## src/rtl/ftg_pkg.sv

```systemverilog
`timescale 1ns/1ps
// Shared types for the erase status toggle generator.
package ftg_pkg;
    typedef enum logic [2:0] {
        FTG_IDLE      = 3'd0,
        FTG_PROG      = 3'd1,
        FTG_ERASE     = 3'd2,
        FTG_SUSP      = 3'd3,
        FTG_SUSP_PROG = 3'd4
    } ftg_mode_e;

    localparam int unsigned DATA_W   = 8;
    localparam int unsigned BIT_TGLA = 6;   // busy toggle
    localparam int unsigned BIT_TMO  = 5;   // timeout flag
    localparam int unsigned BIT_TGLB = 2;   // erase-membership toggle
    localparam int unsigned N_TGL    = 2;   // index 0: toggle A, 1: toggle B
endpackage

```

## src/rtl/ftg_mode_ctrl.sv

```systemverilog
`timescale 1ns/1ps
// Holds the active operating mode.
// Assumes: mode_ld_i is a single-cycle strobe from the command decoder;
// unknown codes load idle; a load outranks completion.
module ftg_mode_ctrl
    import ftg_pkg::*;
(
    input  logic       clk,
    input  logic       rst_n,
    input  logic       mode_ld_i,
    input  logic [2:0] mode_i,
    input  logic       op_done_i,
    output ftg_mode_e  mode_o
);
    ftg_mode_e decoded;

    // Map the raw code onto a legal mode.
    always_comb begin
        case (mode_i)
            3'd1:    decoded = FTG_PROG;
            3'd2:    decoded = FTG_ERASE;
            3'd3:    decoded = FTG_SUSP;
            3'd4:    decoded = FTG_SUSP_PROG;
            default: decoded = FTG_IDLE;
        endcase
    end

    // Mode register: load, or step back when the operation completes.
    always_ff @(posedge clk) begin
        if (!rst_n) begin
            mode_o <= FTG_IDLE;
        end else if (mode_ld_i) begin
            mode_o <= decoded;
        end else if (op_done_i) begin
            case (mode_o)
                FTG_PROG, FTG_ERASE: mode_o <= FTG_IDLE;
                FTG_SUSP_PROG:       mode_o <= FTG_SUSP;
                default:             mode_o <= mode_o;
            endcase
        end
    end
endmodule

```

## src/rtl/ftg_sector_sel.sv

```systemverilog
`timescale 1ns/1ps
// Decides whether a read address falls in a sector chosen for erase.
// Assumes: NSECT is a power of two, at least 2; sector = top address bits.
module ftg_sector_sel #(
    parameter int unsigned NSECT = 8,
    parameter int unsigned AW    = 12
) (
    input  logic [AW-1:0]    addr_i,
    input  logic [NSECT-1:0] mask_i,
    output logic             hit_o
);
    localparam int unsigned SW = $clog2(NSECT);

    logic [SW-1:0] idx;

    // Extract the sector index and look up its mask bit.
    always_comb begin
        idx   = addr_i[AW-1 -: SW];
        hit_o = mask_i[idx];
    end
endmodule

```

## src/rtl/ftg_toggle_cell.sv

```systemverilog
`timescale 1ns/1ps
// One status toggle: inverts on every cycle flip_i is high.
// Assumes: flip_i is already qualified by the read strobe.
module ftg_toggle_cell (
    input  logic clk,
    input  logic rst_n,
    input  logic flip_i,
    output logic q_o
);
    // Toggle register.
    always_ff @(posedge clk) begin
        if (!rst_n)      q_o <= 1'b0;
        else if (flip_i) q_o <= ~q_o;
    end
endmodule

```

## src/rtl/flash_toggle_status.sv

```systemverilog
`timescale 1ns/1ps
// Erase/program status toggle generator for a NOR-style flash read path.
// On each read strobe it registers either array data or a status byte
// whose two toggle bits follow the active mode and sector selection.
// Assumes: one-cycle rd_stb_i per read; array_data_i valid with the strobe.
module flash_toggle_status
    import ftg_pkg::*;
#(
    parameter int unsigned NSECT = 8,
    parameter int unsigned AW    = 12
) (
    input  logic              clk,
    input  logic              rst_n,
    input  logic              mode_ld_i,
    input  logic [2:0]        mode_i,
    input  logic              op_done_i,
    input  logic              timeout_i,
    input  logic [NSECT-1:0]  sector_sel_i,
    input  logic              rd_stb_i,
    input  logic [AW-1:0]     rd_addr_i,
    input  logic [DATA_W-1:0] array_data_i,
    output logic [DATA_W-1:0] rd_data_o
);
    ftg_mode_e          act_mode;
    logic               hit;
    logic               use_array;
    logic               busy;
    logic [N_TGL-1:0]   flip;
    logic [N_TGL-1:0]   tgl_q;
    logic [DATA_W-1:0]  status;

    ftg_mode_ctrl u_mode (
        .clk       (clk),
        .rst_n     (rst_n),
        .mode_ld_i (mode_ld_i),
        .mode_i    (mode_i),
        .op_done_i (op_done_i),
        .mode_o    (act_mode)
    );

    ftg_sector_sel #(.NSECT(NSECT), .AW(AW)) u_sel (
        .addr_i (rd_addr_i),
        .mask_i (sector_sel_i),
        .hit_o  (hit)
    );

    for (genvar g = 0; g < N_TGL; g++) begin : g_tgl
        ftg_toggle_cell u_cell (
            .clk    (clk),
            .rst_n  (rst_n),
            .flip_i (flip[g]),
            .q_o    (tgl_q[g])
        );
    end

    // Decide which toggles invert on this read and what the read returns.
    always_comb begin
        flip      = '0;
        use_array = 1'b1;
        busy      = 1'b0;
        case (act_mode)
            FTG_PROG, FTG_SUSP_PROG: begin
                flip[0]   = rd_stb_i;
                use_array = 1'b0;
                busy      = 1'b1;
            end
            FTG_ERASE: begin
                flip[0]   = rd_stb_i;
                flip[1]   = rd_stb_i & hit;
                use_array = 1'b0;
                busy      = 1'b1;
            end
            FTG_SUSP: begin
                flip[1]   = rd_stb_i & hit;
                use_array = ~hit;
            end
            default: ;
        endcase
    end

    // Assemble the status byte from the toggles and the timeout flag.
    always_comb begin
        status           = '0;
        status[BIT_TGLA] = tgl_q[0];
        status[BIT_TGLB] = tgl_q[1];
        status[BIT_TMO]  = timeout_i & busy;
    end

    // Output register: captures the read result on each strobe.
    always_ff @(posedge clk) begin
        if (!rst_n)        rd_data_o <= '0;
        else if (rd_stb_i) rd_data_o <= use_array ? array_data_i : status;
    end
endmodule

```

## config.mk

```make
export PLATFORM = sky130hd
export DESIGN_NAME = flash_toggle_status
export DESIGN_NICKNAME = d
export VERILOG_FILES = /design/src/rtl/ftg_pkg.sv /design/src/rtl/ftg_mode_ctrl.sv /design/src/rtl/ftg_sector_sel.sv /design/src/rtl/ftg_toggle_cell.sv /design/src/rtl/flash_toggle_status.sv
export SDC_FILE = /design/constraint.sdc
export NUM_CORES = 1
export LEC_CHECK = 0
export BUFFER_PORTS_ARGS = -buffer_cell sky130_fd_sc_hd__buf_4
export CAP_MARGIN = 15
export CORE_MARGIN = 2
export CORE_UTILIZATION = 40
export DETAILED_ROUTE_END_ITERATION = 16
export PLACE_DENSITY = 0.78
export SKIP_LAST_GASP = 1
export SLEW_MARGIN = 20
export SYNTH_ARGS = -nofsm -noshare
export SYNTH_HDL_FRONTEND = slang
export SYNTH_SLANG_ARGS = --single-unit
```

## constraint.sdc

```tcl
create_clock -name clk -period 1.7 [get_ports clk]
set_clock_uncertainty 0.15 [all_clocks]
set_input_delay 0.17 -clock clk [delete_from_list [all_inputs] [get_ports clk]]
set_output_delay 0.17 -clock clk [all_outputs]
set_load 0.005 [all_outputs]
```

==> impl_metrics.toml <==
[outcome]
outcome = "completed"

[critical_path]
startpoint_type = "register"
endpoint = "rd_data_o[7]"
r2r_start = "u_mode.mode_o[1]"
crit_path_start = "u_mode.mode_o[1]"
r2r_end = "rd_data_o[7]"
cpMostUsedCell = "buf_4"
reg2reg_slack_ns = 0.19
slowest_stage = "dfxtp_4"
reg2regPathDepth = 6
slowest_delay_ns = 0.43
critical_path_arrival_ns = 1.52
crit_fanout = 13
path_cells = "nor2b_1 -> buf_4 -> nand2_1 -> nor3_1 -> buf_4 -> o21ai_0"
worstPathRequired_ns = 1.70
path_class = "register to register"
cp-end-kind = "register"

[finish]
areaGrowthSynthToFinish_pct = 38.79
diodes = 0
instances_no_fill = 178
fillers = 191
fin_nets = 188
drive_gt1_share_pct = 34.67

[power]
finalPower_uw = 773.4
ir_drop_mv = 0.2897
p_per_area_nw_per_um2 = 628.2
cellLeakagePower_nw = 0.5179

[synth]
post_synth.cell_area_avg_um2 = 7.921
synth-warning-count = 0
async_flop_share_pct = 0
yosysUniqueCellTypes = 39
synth_ff_type = "dfxtp_1"
netlist_area_um2 = 887.1
synth_nets = 149
synth_edf_count = 0
syn_inst = 112
ys_seq_elements = 13
seq_area_frac_synth_pct = 29.34

[clock_tree]
ctsHoldBuffers = 0
cts_root_buffer = "clkbuf_4"
cts_sinks = 13
clk_pin_slew_ns = 0.08
htreeDepth = 1
cts_tree = "yes"
cts_buffer_depth = 2
numCtsBuffers = 3
clock_latency_ns = 0.27

[timing]
setup_viol = 0
worst_pin_slew_ns = 0.3426
slew_headroom_pct = 77.11
fin_crit_ns = 1.510
period_share_pct = 88.85
drv_slew = 0
rsz0062_at_grt = "no"
setup_tns_ns = 0
hold_viol = 0
fmaxAchievable_mhz = 662.0

[place]
port_buffers = 35
gp_congestion = 0.7861
place_inst = 174
hpwl_mm = 1.798

[global_route]
grt_usage_pct = 18.49
grt_first_pass_wirelength_mm = 3.822
grt_antenna_before_repair = 0
grt_pass1_vias = 933
grt_max_degree = 17
grt-ovfl-total = 0

[routing]
drc_errors = 0
firstDrtPassIters = 4
drt_iter0_markers = 17
ant_nets = 0
wirelength_mm = 2.291
wl_per_cell_um = 12.87
vias = 975
via_per_inst = 5.478

[floorplan]
rows = 17
die_area_um2 = 2611
die_w_um = 51.10
ios = 45
start_util_pct = 41.29
core_area_um2 = 2148
die_h_um = 51.10

[flow_run]
cap_violations = 0

[min_path]
hold_class = "primary input to register"
==> layer usage <==
layer  part of all wire [%]  wire (um)  vias to the layer above  global-route usage, %
met5                      0          0                        -                      0
met4                    1.0         23                        0                  4.955
met3                    5.2        118                        4                  2.632
met2                     51       1169                       29                  34.85
met1                     43        980                      448                  21.43
li1                       -          -                      494                      -
==> where the power goes <==
group	internal, mW	switching (mW)	leakage (nW)
Clock	0.0906	0.0984	0.0150
Combinational	0.132	0.101	0.395
Sequential	0.328	0.0231	0.108
Total	0.551	0.223	0.518
==> state kept, by name, indices dropped and copies added (netlist names) <==
signal and flops:
u_mode.mode_o 3, rd_data_o 8, g_tgl.u_cell.q_o 2
==> metrics by stage <==
stage | hold WS [ns] | instance area (um2) | utilization (%) | setup slack, ns
after floorplan | 0.1632 | 888.4 | - | 0.07289
after global placement | 0.2830 | 1200 | 55.85 | 0.09559
after detailed placement | 0.2913 | 1200 | 55.85 | 0.003132
after CTS | 0.01479 | 1227 | 57.13 | 0.04896
after global routing | 0.03092 | 1231 | 57.31 | 0.01941
final | 0.02065 | 1231 | 57.31 | 0.1895
==> placed cells by master (no fill, tap or decap), types with 3 or more instances in the layout <==
master | netlist | routed
buf_4 | 0 | 42
nand2_1 | 11 | 11
dfxtp_1 | 13 | 11
o21ai_0 | 8 | 8
nor2b_1 | 7 | 7
nor2_1 | 6 | 6
nand4_1 | 6 | 6
nor3_1 | 4 | 4
nand3_1 | 3 | 3
o21ai_1 | 3 | 3
nor4_1 | 3 | 3
clkbuf_4 | 0 | 3
==> worst min path at each step <==
stage,startpoint,to,slack [ns],cells past startpoint
2_1_floorplan,mode_ld_i,u_mode.mode_o[2],0.16,2
3_3_place_gp,rd_data_o[3],rd_data_o[3],0.28,2
3_5_place_dp,rd_data_o[3],rd_data_o[3],0.29,2
4_1_cts,mode_i[2],u_mode.mode_o[2],0.01,3
5_1_grt,array_data_i[1],rd_data_o[1],0.03,3
6_report,mode_i[2],u_mode.mode_o[2],0.02,3
==> timing repair <==
item                       in CTS  in global routing
setup endpoints to repair       5                  8
gates resized for setup         1                  2
buffers inserted                0                  0
==> worst max-delay path, delay by kind of cell (launching register included) <==
family                 cells  cell delay (ns)
AO/OA/AOI/OAI              1             0.08
buffers and inverters      2             0.31
flip-flops                 1             0.43
AND/OR/NAND/NOR            3             0.41
==> cell families after synthesis <==
logic type	share of synthesized area [%]
and+or+nand+nor	31.60
AOI/OAI and AO/OA	23.70
DFF	29.34
buffers and inverters	5.077
muxes	7.334
xor gates and xnor gates	2.962
==> cell type report <==
| cell class | instances | area, um2 | area share, % |
|---|---|---|---|
| clock buffer | 4 | 26.28 | 2.134 |
| tap | 28 | 35.03 | 2.846 |
| inverter | 2 | 7.507 | 0.6098 |
| multi-input combinational | 89 | 581.8 | 47.26 |
| sequential | 13 | 265.3 | 21.54 |
| timing repair buffer | 42 | 315.3 | 25.61 |
==> synth_stat cells, types with 2 or more instances <==
master,n,area share [%]
o221a_2,2,2.5
o21a_1,2,1.7
a31oi_1,2,1.4
nand2b_1,2,1.4
o22ai_1,2,1.4
mux2i_1,2,2.3
nor2_1,6,2.5
mux2_1,2,2.5
o21ai_0,8,4.5
nor4b_1,2,2.0
mux2_2,2,2.5
xor2_1,2,2.0
nand4_1,6,4.2
nor2b_1,7,4.9
clkbuf_1,6,2.5
dfxtp_1,13,29
nor4_1,3,2.1
o21ai_1,3,1.7
and3b_1,2,2.0
nand2_1,11,4.7
inv_1,2,0.85
nor3_1,4,2.3
nand3_1,3,1.7
o31ai_1,2,1.7
a21oi_1,2,1.1
(Power assumes the default switching activity.)
